### config.mk
export PLATFORM = sky130hd
export DESIGN_NAME = ocal_seq_top
export DESIGN_NICKNAME = d
export VERILOG_FILES = /design/src/rtl/ocal_pkg.sv /design/src/rtl/ocal_seq.sv /design/src/rtl/ocal_store.sv /design/src/rtl/ocal_apply.sv /design/src/rtl/ocal_seq_top.sv
export SDC_FILE = /design/constraint.sdc
export NUM_CORES = 1
export LEC_CHECK = 0
export BUFFER_PORTS_ARGS = -buffer_cell sky130_fd_sc_hd__clkbuf_2
export CORE_AREA = 2 2 186 188
export DETAILED_ROUTE_END_ITERATION = 8
export DIE_AREA = 0 0 188 190
export PLACE_DENSITY_LB_ADDON = 0.15
export SYNTH_ARGS = -nofsm -noshare
export SYNTH_HDL_FRONTEND = slang
export SYNTH_HIERARCHICAL = 1
export SYNTH_SLANG_ARGS = --single-unit
### constraint.sdc
create_clock -name clk -period 3.5 [get_ports clk]
set_input_delay 0.7 -clock clk [delete_from_list [all_inputs] [get_ports clk]]
set_output_delay 0.7 -clock clk [all_outputs]
set_load 0.02 [all_outputs]
### src/rtl/ocal_pkg.sv
// Package: shared types of the offset calibration sequencer.
// Assumes: nothing beyond a common clock domain.
package ocal_pkg;

    // Sequencer phases of a calibration run
    typedef enum logic [2:0] {
        SEQ_IDLE    = 3'd0,
        SEQ_SETTLE  = 3'd1,
        SEQ_DECIDE  = 3'd2,
        SEQ_WRITE   = 3'd3,
        SEQ_RESTORE = 3'd4
    } seq_state_t;

endpackage

### src/rtl/ocal_seq.sv
// Module: ocal_seq
// Walks every gain state and, within each one, every stage from first to
// last, resolving each trim code MSB first against the output comparator.
// A finished state is written to the table; after the last state a restore
// strobe and a done pulse are issued.
// Assumes: cmp_hi is valid once the settle count has elapsed; NSTATE <= NSTAGE+1.
module ocal_seq
    import ocal_pkg::*;
#(
    parameter int NSTAGE   = 6,
    parameter int TRIM_W   = 3,
    parameter int NSTATE   = 7,
    parameter int SETTLE_W = 8
) (
    input  logic                       clk,
    input  logic                       rst_n,
    input  logic                       cal_start,
    input  logic [SETTLE_W-1:0]        settle_cycles,
    input  logic                       cmp_hi,
    output logic [NSTAGE-1:0]          cal_gain,
    output logic [NSTAGE*TRIM_W-1:0]   cal_trim,
    output logic                       busy,
    output logic                       short_en,
    output logic                       done,
    output logic                       wr_en,
    output logic [((NSTATE>1)?$clog2(NSTATE):1)-1:0] wr_idx,
    output logic                       restore
);

    localparam int ENTRY_W = NSTAGE * TRIM_W;
    localparam int SIDX_W  = (NSTATE > 1) ? $clog2(NSTATE) : 1;
    localparam int STG_W   = (NSTAGE > 1) ? $clog2(NSTAGE) : 1;
    localparam int BIT_W   = (TRIM_W > 1) ? $clog2(TRIM_W) : 1;
    localparam int POS_W   = (ENTRY_W > 1) ? $clog2(ENTRY_W) : 1;
    localparam logic [TRIM_W-1:0]  MID     = TRIM_W'(1) << (TRIM_W - 1);
    localparam logic [ENTRY_W-1:0] MID_ALL = {NSTAGE{MID}};
    localparam logic [BIT_W-1:0]   MSB_POS = BIT_W'(TRIM_W - 1);

    seq_state_t           st;
    logic [SIDX_W-1:0]    sidx;
    logic [STG_W-1:0]     stg;
    logic [BIT_W-1:0]     bitp;
    logic [SETTLE_W-1:0]  cnt;
    logic [ENTRY_W-1:0]   trim_q;
    logic [ENTRY_W-1:0]   trim_dec;
    logic [POS_W-1:0]     pos;

    // Thermometer gain pattern for a state index
    function automatic logic [NSTAGE-1:0] therm(input logic [SIDX_W-1:0] i);
        logic [NSTAGE-1:0] r;
        for (int k = 0; k < NSTAGE; k++) begin
            r[k] = (k < int'(i));
        end
        return r;
    endfunction

    // Bit under test and the code after the comparator decision
    always_comb begin
        pos      = POS_W'(stg) * POS_W'(TRIM_W) + POS_W'(bitp);
        trim_dec = trim_q;
        if (cmp_hi) begin
            trim_dec = trim_dec & ~(ENTRY_W'(1) << pos);
        end
        if (bitp != '0) begin
            trim_dec = trim_dec | (ENTRY_W'(1) << (pos - POS_W'(1)));
        end
    end

    // Calibration sequencing through states, stages and bits
    always_ff @(posedge clk) begin
        if (!rst_n) begin
            st       <= SEQ_IDLE;
            sidx     <= '0;
            stg      <= '0;
            bitp     <= MSB_POS;
            cnt      <= '0;
            trim_q   <= MID_ALL;
            busy     <= 1'b0;
            short_en <= 1'b0;
            done     <= 1'b0;
        end else begin
            done <= 1'b0;
            case (st)
                SEQ_IDLE: begin
                    if (cal_start) begin
                        busy     <= 1'b1;
                        short_en <= 1'b1;
                        sidx     <= '0;
                        stg      <= '0;
                        bitp     <= MSB_POS;
                        cnt      <= settle_cycles;
                        trim_q   <= MID_ALL;
                        st       <= SEQ_SETTLE;
                    end
                end
                SEQ_SETTLE: begin
                    if (cnt == '0) begin
                        st <= SEQ_DECIDE;
                    end else begin
                        cnt <= cnt - 1'b1;
                    end
                end
                SEQ_DECIDE: begin
                    trim_q <= trim_dec;
                    cnt    <= settle_cycles;
                    if (bitp != '0) begin
                        bitp <= bitp - 1'b1;
                        st   <= SEQ_SETTLE;
                    end else if (stg != STG_W'(NSTAGE - 1)) begin
                        stg  <= stg + 1'b1;
                        bitp <= MSB_POS;
                        st   <= SEQ_SETTLE;
                    end else begin
                        st <= SEQ_WRITE;
                    end
                end
                SEQ_WRITE: begin
                    if (sidx != SIDX_W'(NSTATE - 1)) begin
                        sidx   <= sidx + 1'b1;
                        stg    <= '0;
                        bitp   <= MSB_POS;
                        cnt    <= settle_cycles;
                        trim_q <= MID_ALL;
                        st     <= SEQ_SETTLE;
                    end else begin
                        st <= SEQ_RESTORE;
                    end
                end
                SEQ_RESTORE: begin
                    busy     <= 1'b0;
                    short_en <= 1'b0;
                    done     <= 1'b1;
                    st       <= SEQ_IDLE;
                end
                default: st <= SEQ_IDLE;
            endcase
        end
    end

    // Drive the chain and the table during a run
    always_comb begin
        cal_gain = therm(sidx);
        cal_trim = trim_q;
        wr_en    = (st == SEQ_WRITE);
        wr_idx   = sidx;
        restore  = (st == SEQ_RESTORE);
    end


    // done_pulse_chk
    done_pulse_chk: assert property (@(posedge clk) disable iff (!rst_n)
        done |=> !done);


    // start_only_chk
    start_only_chk: assert property (@(posedge clk) disable iff (!rst_n)
        $rose(busy) |-> $past(cal_start));


    // done_after_busy_chk
    done_after_busy_chk: assert property (@(posedge clk) disable iff (!rst_n)
        $fell(busy) |-> done);

endmodule

### src/rtl/ocal_store.sv
// Module: ocal_store
// Per-channel table of trim words, one word per gain state. Written by the
// sequencer, read combinationally by the apply logic.
// Assumes: rd_idx is already clamped below NSTATE.
module ocal_store #(
    parameter int NSTAGE = 6,
    parameter int TRIM_W = 3,
    parameter int NSTATE = 7
) (
    input  logic                       clk,
    input  logic                       rst_n,
    input  logic                       wr_en,
    input  logic [((NSTATE>1)?$clog2(NSTATE):1)-1:0] wr_idx,
    input  logic [NSTAGE*TRIM_W-1:0]   wr_data,
    input  logic [((NSTATE>1)?$clog2(NSTATE):1)-1:0] rd_idx,
    output logic [NSTAGE*TRIM_W-1:0]   rd_data
);

    localparam int ENTRY_W = NSTAGE * TRIM_W;
    localparam logic [TRIM_W-1:0]  MID     = TRIM_W'(1) << (TRIM_W - 1);
    localparam logic [ENTRY_W-1:0] MID_ALL = {NSTAGE{MID}};

    logic [ENTRY_W-1:0] tbl [NSTATE];

    // One register word per gain state
    for (genvar g = 0; g < NSTATE; g++) begin : g_word
        // Load the word when the sequencer finishes its state
        always_ff @(posedge clk) begin
            if (!rst_n) begin
                tbl[g] <= MID_ALL;
            end else if (wr_en && (int'(wr_idx) == g)) begin
                tbl[g] <= wr_data;
            end
        end
    end

    // Read port with a safe default outside the table
    always_comb begin
        rd_data = MID_ALL;
        for (int g = 0; g < NSTATE; g++) begin
            if (int'(rd_idx) == g) begin
                rd_data = tbl[g];
            end
        end
    end


    // write_in_range_chk
    write_in_range_chk: assert property (@(posedge clk) disable iff (!rst_n)
        wr_en |-> (int'(wr_idx) < NSTATE));

endmodule

### src/rtl/ocal_apply.sv
// Module: ocal_apply
// Normal-mode gain application: clamps the request, then loads gain bits
// and stored trims in the same cycle. Refuses requests while busy and
// reloads the held state when the sequencer signals restore.
// Assumes: rd_data is the table word for rd_idx in the same cycle.
module ocal_apply #(
    parameter int NSTAGE = 6,
    parameter int TRIM_W = 3,
    parameter int NSTATE = 7,
    parameter int GIDX_W = 3
) (
    input  logic                       clk,
    input  logic                       rst_n,
    input  logic                       gain_update,
    input  logic [GIDX_W-1:0]          gain_req,
    input  logic                       busy,
    input  logic                       restore,
    input  logic [NSTAGE*TRIM_W-1:0]   rd_data,
    output logic [((NSTATE>1)?$clog2(NSTATE):1)-1:0] rd_idx,
    output logic [NSTAGE-1:0]          app_gain,
    output logic [NSTAGE*TRIM_W-1:0]   app_trim
);

    localparam int ENTRY_W = NSTAGE * TRIM_W;
    localparam int SIDX_W  = (NSTATE > 1) ? $clog2(NSTATE) : 1;
    localparam logic [TRIM_W-1:0]  MID     = TRIM_W'(1) << (TRIM_W - 1);
    localparam logic [ENTRY_W-1:0] MID_ALL = {NSTAGE{MID}};

    logic [SIDX_W-1:0] app_idx;
    logic [SIDX_W-1:0] req_idx;

    // Thermometer gain pattern for a state index
    function automatic logic [NSTAGE-1:0] therm(input logic [SIDX_W-1:0] i);
        logic [NSTAGE-1:0] r;
        for (int k = 0; k < NSTAGE; k++) begin
            r[k] = (k < int'(i));
        end
        return r;
    endfunction

    // Clamp the request to the last stored state and pick the read index
    always_comb begin
        if (32'(gain_req) > NSTATE - 1) begin
            req_idx = SIDX_W'(NSTATE - 1);
        end else begin
            req_idx = SIDX_W'(gain_req);
        end
        rd_idx = restore ? app_idx : req_idx;
    end

    // Load gain and trims together on an accepted update or a restore
    always_ff @(posedge clk) begin
        if (!rst_n) begin
            app_idx  <= '0;
            app_gain <= '0;
            app_trim <= MID_ALL;
        end else if (restore) begin
            app_gain <= therm(app_idx);
            app_trim <= rd_data;
        end else if (gain_update && !busy) begin
            app_idx  <= req_idx;
            app_gain <= therm(req_idx);
            app_trim <= rd_data;
        end
    end


    // held_idx_range_chk
    held_idx_range_chk: assert property (@(posedge clk) disable iff (!rst_n)
        int'(app_idx) < NSTATE);

endmodule

### src/rtl/ocal_seq_top.sv
// Module: ocal_seq_top
// Offset calibration sequencer for a cascaded amplifier chain: sequencer,
// per-state code table and normal-mode apply logic. During a run the
// sequencer owns the stage pins; otherwise the applied registers do.
// Assumes: one comparator at the chain output, sampled synchronously.
module ocal_seq_top #(
    parameter int NSTAGE   = 6,
    parameter int TRIM_W   = 3,
    parameter int NSTATE   = 7,
    parameter int GIDX_W   = 3,
    parameter int SETTLE_W = 8
) (
    input  logic                       clk,
    input  logic                       rst_n,
    input  logic                       cal_start,
    input  logic [SETTLE_W-1:0]        settle_cycles,
    input  logic                       cmp_hi,
    input  logic                       gain_update,
    input  logic [GIDX_W-1:0]          gain_req,
    output logic [NSTAGE-1:0]          stage_gain,
    output logic [NSTAGE*TRIM_W-1:0]   stage_trim,
    output logic                       input_short,
    output logic                       cal_busy,
    output logic                       cal_done
);

    localparam int ENTRY_W = NSTAGE * TRIM_W;
    localparam int SIDX_W  = (NSTATE > 1) ? $clog2(NSTATE) : 1;

    logic [NSTAGE-1:0]  cal_gain;
    logic [ENTRY_W-1:0] cal_trim;
    logic               wr_en;
    logic [SIDX_W-1:0]  wr_idx;
    logic               restore;
    logic [SIDX_W-1:0]  rd_idx;
    logic [ENTRY_W-1:0] rd_data;
    logic [NSTAGE-1:0]  app_gain;
    logic [ENTRY_W-1:0] app_trim;
    logic               past_ok;

    ocal_seq #(
        .NSTAGE(NSTAGE), .TRIM_W(TRIM_W), .NSTATE(NSTATE), .SETTLE_W(SETTLE_W)
    ) u_seq (
        .clk(clk), .rst_n(rst_n), .cal_start(cal_start),
        .settle_cycles(settle_cycles), .cmp_hi(cmp_hi),
        .cal_gain(cal_gain), .cal_trim(cal_trim),
        .busy(cal_busy), .short_en(input_short), .done(cal_done),
        .wr_en(wr_en), .wr_idx(wr_idx), .restore(restore)
    );

    ocal_store #(
        .NSTAGE(NSTAGE), .TRIM_W(TRIM_W), .NSTATE(NSTATE)
    ) u_store (
        .clk(clk), .rst_n(rst_n), .wr_en(wr_en), .wr_idx(wr_idx),
        .wr_data(cal_trim), .rd_idx(rd_idx), .rd_data(rd_data)
    );

    ocal_apply #(
        .NSTAGE(NSTAGE), .TRIM_W(TRIM_W), .NSTATE(NSTATE), .GIDX_W(GIDX_W)
    ) u_apply (
        .clk(clk), .rst_n(rst_n), .gain_update(gain_update),
        .gain_req(gain_req), .busy(cal_busy), .restore(restore),
        .rd_data(rd_data), .rd_idx(rd_idx),
        .app_gain(app_gain), .app_trim(app_trim)
    );

    // Stage pins follow the sequencer during a run, the applied state otherwise
    always_comb begin
        stage_gain = cal_busy ? cal_gain : app_gain;
        stage_trim = cal_busy ? cal_trim : app_trim;
    end

    // Marks cycles whose history lies after reset
    always_ff @(posedge clk) begin
        if (!rst_n) past_ok <= 1'b0;
        else        past_ok <= 1'b1;
    end


    // short_when_busy_chk
    short_when_busy_chk: assert property (@(posedge clk) disable iff (!rst_n)
        cal_busy |-> input_short);


    // gain_therm_chk
    gain_therm_chk: assert property (@(posedge clk) disable iff (!rst_n)
        ((stage_gain & (stage_gain + 1'b1)) == '0));


    // idle_hold_chk
    idle_hold_chk: assert property (@(posedge clk) disable iff (!rst_n)
        (past_ok && !cal_busy && !$past(cal_busy) && !$past(gain_update))
        |-> ($stable(stage_gain) && $stable(stage_trim)));

endmodule

==> results of run 1 <==
-- worst max-delay path, delay by kind of cell (launching register included) --
family          cells  cell delay, ps
buf+inv             3             760
simple gates        3             870
mux                 1             470
compound gates      3             530
flops               1             330
-- registers in the layout (all words and copies together) (netlist names) --
name              cells
u_seq/stg             3
u_apply/app_idx       3
u_seq/bitp            2
u_seq/done            1
u_seq/st              3
u_apply/app_gain      6
u_seq/cnt             8
u_apply/app_trim     18
u_seq/cal_trim       18
u_store/tbl         126
u_seq/wr_idx          3
u_seq/short_en        1
-- worst max-delay path by stage --
stage | to | slack, ps
4_1_cts | u_apply/app_trim[2]$_SDFFE_PN1P_ | 360
3_3_place_gp | u_apply/app_trim[5]$_SDFFE_PN1P_ | 440
2_1_floorplan | u_store/tbl[0][0]$_SDFFCE_PN0P_ | 700
5_1_grt | u_apply/app_trim[14]$_SDFFE_PN1P_ | 100
6_report | u_apply/app_trim[2]$_SDFFE_PN1P_ | 350
3_5_place_dp | u_apply/app_trim[2]$_SDFFE_PN1P_ | 370
-- cells in the final DEF (no fill, tap or decap), types with 14 or more instances in the layout --
cell,instances
nand2_1,34
o22ai_1,14
mux2_2,22
or3_1,35
dfxtp_1,65
clkbuf_16,20
nand2b_1,21
o21ai_0,33
and2_1,93
clkbuf_2,42
a21oi_1,32
buf_4,42
edfxtp_1,126
nor2_1,38
o21ai_1,31
nor3_1,14
inv_1,16
a21boi_1,15
nand3_1,44
mux2_4,24
-- where the power goes --
group | total, mW | switching (mW) | internal, mW
combinational | 0.592 | 0.369 | 0.223
clock | 2.06 | 0.927 | 1.13
sequential | 2.54 | 0.0583 | 2.48
-- logic make-up (layout without fill, tap and decap cells) --
kind of cell	Yosys count	in the layout	synth area share
muxes	56	56	0.07111
xor gates and xnor gates	4	4	0.003506
AOI/OAI and AO/OA	221	221	0.1507
and+or+nand+nor	334	334	0.1968
buffers and inverters	84	136	0.04682
adders and majority gates	15	15	0.02028
DFF	192	192	0.5108
-- per-layer routing --
metal	part of all wire	track usage	routed length, um	vias to the layer above
met5	0	0	0	-
met4	0.018	0.04785	501	0
met3	0.038	0.02841	1080	33
met2	0.47	0.2681	13410	151
met1	0.47	0.2178	13290	3490
li1	-	-	-	3454
-- final cells by class --
| type | count | area (um2) | area share |
|---|---|---|---|
| multi-input combinational | 630 | 4476 | 0.3936 |
| inverter | 20 | 75.07 | 0.006603 |
| clock inverter | 11 | 110.1 | 0.009684 |
| clock buffer | 21 | 508.0 | 0.04468 |
| timing repair buffer | 84 | 525.5 | 0.04622 |
| sequential | 192 | 5106 | 0.4491 |
| tap | 455 | 569.3 | 0.05007 |
==> results by group, run 1 <==
Status
  – Status: complete, no violations

Timing
  – Final worst-path cycle share: 0.9013
  – FMAX: roughly 320 MHz
  – Final Worst Setup Slack: 345.5 ps
  – Worst Max-Slew Pin Slew: between 700 and 800 ps
  – Setup tns final: 0 ps
  – Final setup viols: 0
  – Unrepaired setup endpoints after global routing: false
  – Rel. slew slack: 0.4778
  – Final hold slack: 465.2 ps
  – Post-layout min period: 3155 ps
  – Final Skew: 13.25 ps
  – Pins Over Slew Limit: 0
  – Final hold violation count: 0

Clock tree
  – Hold_buf cts: 0
  – Inserted Clock Buffers: 17
  – Post-CTS sizing: 0
  – CTS root buffer: clkbuf_16
  – Clk pin slew, worst setup/hold paths: 70 ps
  – Post-CTS Setup Repair Bufs: 0
  – # clock sinks: 192
  – CTS tree: done
  – Latest clock arrival within the worst-skew pair: 450 ps
  – CTS max path bufs: 2
  – Htree depth: 4

Setup path
  – CP required: 3790 ps
  – CP max FO: 35
  – Reg2reg setup slack: 350 ps
  – Reg2Reg Depth: 10
  – Critical path data arrival time: roughly 3500 ps
  – CP max stage delay: 470 ps
  – CP dominant cell by count: o21ai_1
  – CP Cell Sequence: inv_1 -> nor3_2 -> mux2i_1 -> inv_2 -> buf_4 -> nand2b_1 -> o221ai_1 -> o21ai_1 -> o21ai_1 -> nand3_1
  – Crit path kind: reg2reg
  – Crit path from: u_seq/st[2]$_SDFFE_PN0P_
  – Slowest CP cell: mux2i_1
  – Worst R2R End: u_apply/app_trim[2]$_SDFFE_PN1P_
  – Critical Path Sink Type: register
  – Worst r2r src: u_seq/st[2]$_SDFFE_PN0P_
  – Crit start category: register

Logic synthesis
  – Synth cell count leaders: edfxtp_1, and2_1, dfxtp_1, nand3_1
  – Syn. warnings: 6
  – Synth top area cells: edfxtp_1, dfxtp_1, and2_1
  – Top_reg_cell synth: edfxtp_1
  – Netlist cell types: 83
  – Post-synth EDFFs: 126
  – Flops & latches, synth: between 150 and 200
  – Ys async rst share: 0
  – Largest area contributor in the netlist: edfxtp_1
  – Synth Area per Inst: 11.03 um2
  – Mapped cell area: approximately 10000 um2
  – Net count after synthesis: about 940
  – Most common cell in the netlist: edfxtp_1
  – Seq/Total Area, Yosys: 0.5108
  – Synth Instances: about 910
  – Share of Yosys cell area claimed by the top area cell type: 0.3786

Die
  – Die width: approximately 190 um
  – Io pins: 43
  – Die area: 35720 um2
  – Core Region: between 30000 and 40000 um2
  – Die height: roughly 190 um
  – Initial Utilization: 0.2944
  – FP Rows: 68

Global route
  – Global route total overflow: 0
  – Largest net degree at the start of global routing: 36
  – GRT Total Usage: 0.1624
  – First-pass GRT wire length: 43.98 mm
  – Initial antenna violation count: 0
  – Vias in the first global route: slightly above 7k

Place
  – Placed insts: about 1.4k
  – Dpl ws: 374.5 ps
  – Placed Instance Area: approximately 11000 um2
  – Port Buffers: 42
  – Final HPWL DP: 19.67 mm
  – Final Wtd Congestion: 0.7898

Min path
  – Min-delay src: u_apply/app_trim[1]$_SDFFE_PN0P_
  – Cells on Worst Hold Path: 2
  – Worst hold endpoint: u_apply/app_trim[1]$_SDFFE_PN0P_
  – Worst hold path type: reg2reg

Finish
  – # diodes: 0
  – Share of layout cells above drive strength 1: 0.2171
  – Syn-to-layout area delta: 13.76%
  – Final Util: 0.3349
  – Final instance area: roughly 11000 um2
  – Fillers: about 3.5k
  – Fin cells: 1413
  – Nets@finish: between 900 and 1k

Drt
  – Vias: 7128
  – Initial DRT Pass Iterations: 5
  – Routed WL per cell: 20.02 um
  – Total wire length: between 20 and 30 mm
  – DR iter-0 viols: around 400
  – Post-route ant nets: 0
  – Routed vias/inst: between 5 and 6
  – Remaining DRCs: 0

Power
  – PwrDens: 456.7 nW/um2
  – Worst-case vdd ir drop: 0.2398 mV
  – Pleak: 3.916 nW
  – Total Power: 5.192 mW

Run
  – Max_cap viols: 0
Note: power is estimated with default switching activity, not from simulation.
==> inputs of run 2 (changes only) <==
Settings changed: CORE_AREA 2 2 186 188 to 2 2 184 186, DIE_AREA 0 0 188 190 to 0 0 186 188, SYNTH_HIERARCHICAL 1 to unset.
==> results by group, run 2 <==
Setup path
  – CP required: 3880 ps (was 3790 ps)
  – Critical Path Sink Type: register (unchanged)
  – Crit path kind: reg2reg (unchanged)
  – Worst Path Buf+Inv: 1 (was 3)
  – Critical path data arrival time: 3470 ps (was 3450 ps)
  – Top delay family on crit path: simple AND/OR/NAND/NOR gates (unchanged)
  – Slowest CP cell: fa_1 (was mux2i_1)
  – CP dominant cell by count: fa_1 (was o21ai_1)
  – CP max FO: 5 (was 35)
  – CP Cell Sequence: fa_1 -> ha_1 -> inv_1 -> fa_1 -> nor3b_1 -> nor2_1 -> nor4b_1 -> and3_1 -> nand3b_1 (was inv_1 -> nor3_2 -> mux2i_1 -> inv_2 -> buf_4 -> nand2b_1 -> o221ai_1 -> o21ai_1 -> o21ai_1 -> nand3_1)
  – Crit start category: register (unchanged)
  – CP max stage delay: 550 ps (was 470 ps)

Finish
  – Number of flip-flops in the largest register: 126 (unchanged)
  – Share of layout cells above drive strength 1: 0.1642 (was 0.2171)
  – Largest Register: u_store.tbl (was u_store/tbl)
  – # diodes: 0 (unchanged)
  – Fillers: 3334 (was 3459)
  – Final Util: 0.3330 (was 0.3349)
  – Nets@finish: 965 (was 976)
  – Most frequent cells in the layout: edfxtp_1, and2_1, nand2_1, dfxtp_1, nand2b_1 (was edfxtp_1, and2_1, dfxtp_1, nand3_1)
  – Syn-to-layout area delta: 13.28% (was 13.76%)
  – Commonest non-fill, non-tap cell in the layout: edfxtp_1 (unchanged)
  – Final instance area: 11030 um2 (was 11370 um2)
  – Fin cells: 1392 (was 1413)

Global route
  – Vias in the first global route: 6717 (was 7095)
  – GRT Total Usage: 0.1623 (was 0.1624)
  – First-pass GRT wire length: 42.42 mm (was 43.98 mm)
  – Global route total overflow: 0 (unchanged)
  – Largest net degree at the start of global routing: 33 (was 36)
  – Initial antenna violation count: 0 (unchanged)

Logic synthesis
  – Ys async rst share: 0 (unchanged)
  – Syn. warnings: 0 (was 6)
  – Synth top area cells: edfxtp_1, dfxtp_1, and2_1 (unchanged)
  – Net count after synthesis: 936 (was 937)
  – Post-synth EDFFs: 126 (unchanged)
  – Synth Instances: 902 (was 906)
  – Largest area contributor in the netlist: edfxtp_1 (unchanged)
  – Top_reg_cell synth: edfxtp_1 (unchanged)
  – Share of Yosys cell area claimed by the top area cell type: 0.3886 (was 0.3786)
  – Synth cell count leaders: edfxtp_1, and2_1, dfxtp_1, nand2_1, nand2b_1 (was edfxtp_1, and2_1, dfxtp_1, nand3_1)
  – Most common cell in the netlist: edfxtp_1 (unchanged)
  – Synth Area per Inst: 10.79 um2 (was 11.03 um2)
  – Flops & latches, synth: 192 (unchanged)
  – Netlist cell types: 67 (was 83)
  – Mapped cell area: 9736 um2 (was 9995 um2)
  – Seq/Total Area, Yosys: 0.5244 (was 0.5108)

Timing
  – FMAX: 323.6 MHz (was 317.0 MHz)
  – Pins Over Slew Limit: 0 (unchanged)
  – Final Skew: 15.93 ps (was 13.25 ps)
  – Post-layout min period: 3090 ps (was 3155 ps)
  – Setup tns final: 0 ps (unchanged)
  – Final worst-path cycle share: 0.8828 (was 0.9013)
  – Unrepaired setup endpoints after global routing: false (unchanged)
  – Final hold slack: 490.4 ps (was 465.2 ps)
  – Final hold violation count: 0 (unchanged)
  – Final Worst Setup Slack: 410.1 ps (was 345.5 ps)
  – Worst Max-Slew Pin Slew: 910.2 ps (was 780.8 ps)
  – Rel. slew slack: 0.3917 (was 0.4778)
  – Final setup viols: 0 (unchanged)

Place
  – Placed insts: 1360 (was 1381)
  – Final Wtd Congestion: 0.8094 (was 0.7898)
  – Placed Instance Area: 10460 um2 (was 10750 um2)
  – Final HPWL DP: 18.60 mm (was 19.67 mm)
  – Port Buffers: 42 (unchanged)
  – Dpl ws: 456.1 ps (was 374.5 ps)

Clock tree
  – Clk pin slew, worst setup/hold paths: 80 ps (was 70 ps)
  – CTS root buffer: clkbuf_16 (unchanged)
  – Hold_buf cts: 0 (unchanged)
  – # clock sinks: 192 (unchanged)
  – CTS max path bufs: 2 (unchanged)
  – Inserted Clock Buffers: 17 (unchanged)
  – Htree depth: 4 (unchanged)
  – Post-CTS sizing: 0 (unchanged)
  – Post-CTS Setup Repair Bufs: 0 (unchanged)
  – Latest clock arrival within the worst-skew pair: 440 ps (was 450 ps)
  – CTS tree: done (unchanged)

Run
  – Max_cap viols: 0 (unchanged)

Power
  – Clock share of power: 0.379 (was 0.397)
  – Total Power: 5.210 mW (was 5.192 mW)
  – Switching pwr: 1.409 mW (was 1.354 mW)
  – PwrDens: 472.4 nW/um2 (was 456.7 nW/um2)
  – Pleak: 3.823 nW (was 3.916 nW)
  – Power Internal: 3.801 mW (was 3.838 mW)
  – Comb pwr share: 0.131 (was 0.114)
  – Seq pwr share: 0.490 (was 0.489)
  – Sw Share: 0.2704 (was 0.2608)
  – Worst-case vdd ir drop: 0.2939 mV (was 0.2398 mV)

Drt
  – Routed vias/inst: 4.986 (was 5.045)
  – Initial DRT Pass Iterations: 5 (unchanged)
  – Total wire length: 27.56 mm (was 28.28 mm)
  – Vias: 6941 (was 7128)
  – Routed WL per cell: 19.80 um (was 20.02 um)
  – Remaining DRCs: 0 (unchanged)
  – Post-route ant nets: 0 (unchanged)
  – DR iter-0 viols: 578 (was 399)

Die
  – Core Region: 33110 um2 (was 33950 um2)
  – Io pins: 43 (unchanged)
  – FP Rows: 67 (was 68)
  – Die width: 186 um (was 188 um)
  – Initial Utilization: 0.2940 (was 0.2944)
  – Die height: 188 um (was 190 um)
  – Die area: 34970 um2 (was 35720 um2)

Status
  – Status: complete, no violations (unchanged)

Min path
  – Worst hold path type: reg2reg (unchanged)
[run 2: cell types whose count changed after synthesis, sizes merged, moves of 13 or more]
cell,delta
clkbuf,+24
o21ai,-34
buf,-25
a21boi,-13
a21oi,+13
or3,-14
a211oi,+13
nand2b,+21
nand3,-25
nand2,+31
[run 2: final timing paths]
check,startpoint,to,slack [ps],depth (start not counted)
worst min register to register,u_apply.app_trim[8]$_SDFFE_PN1P_,u_apply.app_trim[8]$_SDFFE_PN1P_,490,1
worst min-delay path,u_apply.app_trim[8]$_SDFFE_PN1P_,u_apply.app_trim[8]$_SDFFE_PN1P_,490,1
worst max register to register,u_seq.bitp[1]$_SDFFE_PN1P_,u_seq.cal_trim[5]$_SDFFE_PN1P_,410,9
worst max-delay path,u_seq.bitp[1]$_SDFFE_PN1P_,u_seq.cal_trim[5]$_SDFFE_PN1P_,410,9
[run 2: cells by family after synthesis]
| family | synth area share |
|---|---|
| flip-flops | 0.5244 |
| AO/OA/AOI/OAI | 0.1551 |
| XOR/XNOR | 0.003599 |
| buffers and inverters | 0.03778 |
| AND/OR/NAND/NOR | 0.1991 |
| adder cells (fa/ha/maj) | 0.02468 |
| multiplexers | 0.05539 |
[run 2: worst register-to-register path, cell delays in order, from the launching register on]
cell and delay (ps):
dfxtp_1 360, fa_1 550, ha_1 160, inv_1 50, fa_1 490, nor3b_1 490
nor2_1 80, nor4b_1 540, and3_1 220, nand3b_1 100
[run 2: routing by layer]
metal  routed length [um]  GRT usage
met5                    0          0
met4                  262    0.03513
met3                  774    0.02195
met2                13040     0.2576
met1                13490     0.2346
[run 2: final cells by class]
cell class | instances | area (um2) | area share
Clock buffer | 23 | 479.2 | 0.04345
Timing Repair Buffer | 73 | 442.9 | 0.04016
Tap cell | 448 | 560.5 | 0.05083
Inverter | 21 | 78.83 | 0.007148
Clock inverter | 9 | 93.84 | 0.008509
Sequential cell | 192 | 5105 | 0.4629
Multi-Input combinational cell | 626 | 4268 | 0.3870
[run 2: power groups by stage]
| stage | registers [mW] | clock network (mW) | logic, mW |
|---|---|---|---|
| after detailed placement | 2.60 | 0 | 0.688 |
| after global placement | 2.60 | 0 | 0.689 |
| after floorplan | 2.58 | 0 | 0.488 |
| after global routing | 2.57 | 2.11 | 0.757 |
| final | 2.55 | 1.97 | 0.682 |
| after CTS | 2.55 | 2.02 | 0.691 |
==> inputs of run 3 (changes only) <==
Settings changed: SLEW_MARGIN set to 20.
Clock period 3.5 ns to 3.1 ns, I/O delays scaled along.
==> results by group, run 3 (synthesis gave the netlist of run 2 again) <==
Global route
  – Largest net degree at the start of global routing: 35 (was 33)
  – First-pass GRT wire length: 43.94 mm (was 42.42 mm)
  – Initial antenna violation count: 0 (unchanged)
  – GRT Total Usage: 0.1675 (was 0.1623)
  – Vias in the first global route: 6924 (was 6717)
  – Global route total overflow: 0 (unchanged)

Power
  – Switching pwr: 1.695 mW (was 1.409 mW)
  – Pleak: 3.935 nW (was 3.823 nW)
  – Sw Share: 0.2848 (was 0.2704)
  – Comb pwr share: 0.132 (was 0.131)
  – PwrDens: 530.8 nW/um2 (was 472.4 nW/um2)
  – Power Internal: 4.257 mW (was 3.801 mW)
  – Worst-case vdd ir drop: 0.3654 mV (was 0.2939 mV)
  – Seq pwr share: 0.485 (was 0.490)
  – Clock share of power: 0.383 (was 0.379)

Timing
  – Pins Over Slew Limit: 0 (unchanged)
  – Rel. slew slack: 0.3764 (was 0.3917)
  – Post-layout min period: 2873 ps (was 3090 ps)
  – Final worst-path cycle share: 0.9266 (was 0.8828)
  – Worst Max-Slew Pin Slew: 933.1 ps (was 910.2 ps)
  – Final hold violation count: 0 (unchanged)
  – FMAX: 348.1 MHz (was 323.6 MHz)
  – Final setup viols: 0 (unchanged)
  – Unrepaired setup endpoints after global routing: false (unchanged)
  – Setup tns final: 0 ps (unchanged)
  – Final Skew: 13.51 ps (was 15.93 ps)

Setup path
  – Critical Path Sink Type: register (unchanged)
  – CP max FO: 6 (was 5)
  – Crit path kind: reg2reg (unchanged)
  – CP required: 3430 ps (was 3880 ps)
  – Crit start category: register (unchanged)
  – Critical path data arrival time: 3200 ps (was 3470 ps)
  – Reg2Reg Depth: 10 (was 9)

Finish
  – Reg area: 5105 um2 (unchanged)
  – Multi-input logic area: 4268 um2 (unchanged)
  – Largest Register: u_store.tbl (unchanged)
  – Most frequent cells in the layout: edfxtp_1, and2_1, nand2_1, dfxtp_1, buf_4 (was edfxtp_1, and2_1, nand2_1, dfxtp_1, nand2b_1)
  – Fin cells: 1411 (was 1392)
  – Fillers: 3332 (was 3334)
  – Number of flip-flops in the largest register: 126 (unchanged)
  – Share of layout cells above drive strength 1: 0.1848 (was 0.1642)
  – # diodes: 0 (unchanged)
  – Nets@finish: 984 (was 965)
  – Final Util: 0.3386 (was 0.3330)
  – Syn-to-layout area delta: 15.18% (was 13.28%)
  – Commonest non-fill, non-tap cell in the layout: edfxtp_1 (unchanged)
  – Final instance area: 11210 um2 (was 11030 um2)

Drt
  – DR iter-0 viols: 463 (was 578)
  – Initial DRT Pass Iterations: 5 (unchanged)
  – Routed vias/inst: 4.977 (was 4.986)
  – Remaining DRCs: 0 (unchanged)
  – Routed WL per cell: 20.15 um (was 19.80 um)
  – Vias: 7023 (was 6941)
  – Total wire length: 28.44 mm (was 27.56 mm)
  – Post-route ant nets: 0 (unchanged)

Clock tree
  – Inserted Clock Buffers: 17 (unchanged)
  – # clock sinks: 192 (unchanged)
  – Clk pin slew, worst setup/hold paths: 90 ps (was 80 ps)
  – Hold_buf cts: 0 (unchanged)
  – CTS max path bufs: 2 (unchanged)
  – CTS root buffer: clkbuf_16 (unchanged)
  – CTS tree: done (unchanged)
  – Latest clock arrival within the worst-skew pair: 450 ps (was 440 ps)
  – Htree depth: 4 (unchanged)
  – Post-CTS sizing: 0 (unchanged)
  – Post-CTS Setup Repair Bufs: 0 (unchanged)

Die
  – Initial Utilization: 0.2940 (unchanged)
  – Core Region: 33110 um2 (unchanged)
  – Die area: 34970 um2 (unchanged)
  – Io pins: 43 (unchanged)
  – Die width: 186 um (unchanged)
  – Die height: 188 um (unchanged)
  – FP Rows: 67 (unchanged)

Min path
  – Cells on Worst Hold Path: 4 (was 1)
  – Worst hold path type: in2reg (was reg2reg)

Run
  – Max_cap viols: 0 (unchanged)

Place
  – Final Wtd Congestion: 0.7996 (was 0.8094)
  – Placed Instance Area: 10610 um2 (was 10460 um2)
  – Placed insts: 1379 (was 1360)
  – Final HPWL DP: 19.17 mm (was 18.60 mm)
  – Port Buffers: 42 (unchanged)

Status
  – Status: complete, no violations (unchanged)
-- run 3: changes by cell type in the layout (fill, tap and decap cells not counted), moves of 2 or more --
cell | previous run | this run
buf_4 | 31 | 49
clkinv_8 | 0 | 2
clkbuf_1 | 4 | 0
inv_8 | 1 | 4
clkinv_4 | 0 | 3
inv_4 | 3 | 0
-- run 3: per-layer routing --
layer	wire length (um)	vias up	GRT usage
met5	0	-	0
met4	427	0	0.04179
met3	726	26	0.02292
met2	13080	102	0.2615
met1	14210	3466	0.2433
li1	-	3429	-
-- run 3: stage by stage --
stage / hold WS (ps) / power [mW] / setup WS [ps]
2_1_floorplan: 452.6 / 3.468 / 341.7
3_3_place_gp: 466.8 / 3.741 / 258.1
3_5_place_dp: 472.8 / 3.736 / 270.5
4_1_cts: 460.7 / 6.004 / 225.7
5_1_grt: 480.2 / 6.180 / 11.39
6_report: 480.4 / 5.952 / 227.5
-- run 3: layout make-up --
type | count | area share
Sequential cell | 192 | 0.4553
Multi-Input combinational cell | 626 | 0.3806
Timing Repair Buffer | 92 | 0.05334
Tap cell | 448 | 0.04999
Clock buffer | 19 | 0.04140
Clock inverter | 13 | 0.01239
Inverter | 21 | 0.007030
-- run 3: worst paths after layout --
path,end,startpoint,slack [ps]
setup / recovery,u_seq.cal_trim[5]$_SDFFE_PN1P_,u_seq.stg[0]$_SDFFE_PN0P_,230
hold / removal,u_seq.cnt[7]$_SDFFE_PN0P_,settle_cycles[7],480
setup reg to reg,u_seq.cal_trim[5]$_SDFFE_PN1P_,u_seq.stg[0]$_SDFFE_PN0P_,230
hold reg to reg,u_apply.app_gain[3]$_SDFFE_PN0P_,u_apply.app_gain[3]$_SDFFE_PN0P_,490
-- run 3: power by group through the flow --
stage,combinational [mW],clock [mW],sequential (mW)
finish,0.786,2.28,2.89
global route,0.864,2.42,2.90
CTS,0.796,2.32,2.88
detailed placement,0.793,0,2.94
global placement,0.798,0,2.94
floorplan,0.551,0,2.92
-- run 3: critical path, cell delays in order (launching register included) --
cell,delay (ps)
dfxtp_1,380
fa_1,530
ha_1,160
inv_1,50
fa_1,410
xor2_1,390
nand2_1,180
nor4b_1,180
buf_4,150
and3_1,170
nand3b_1,140
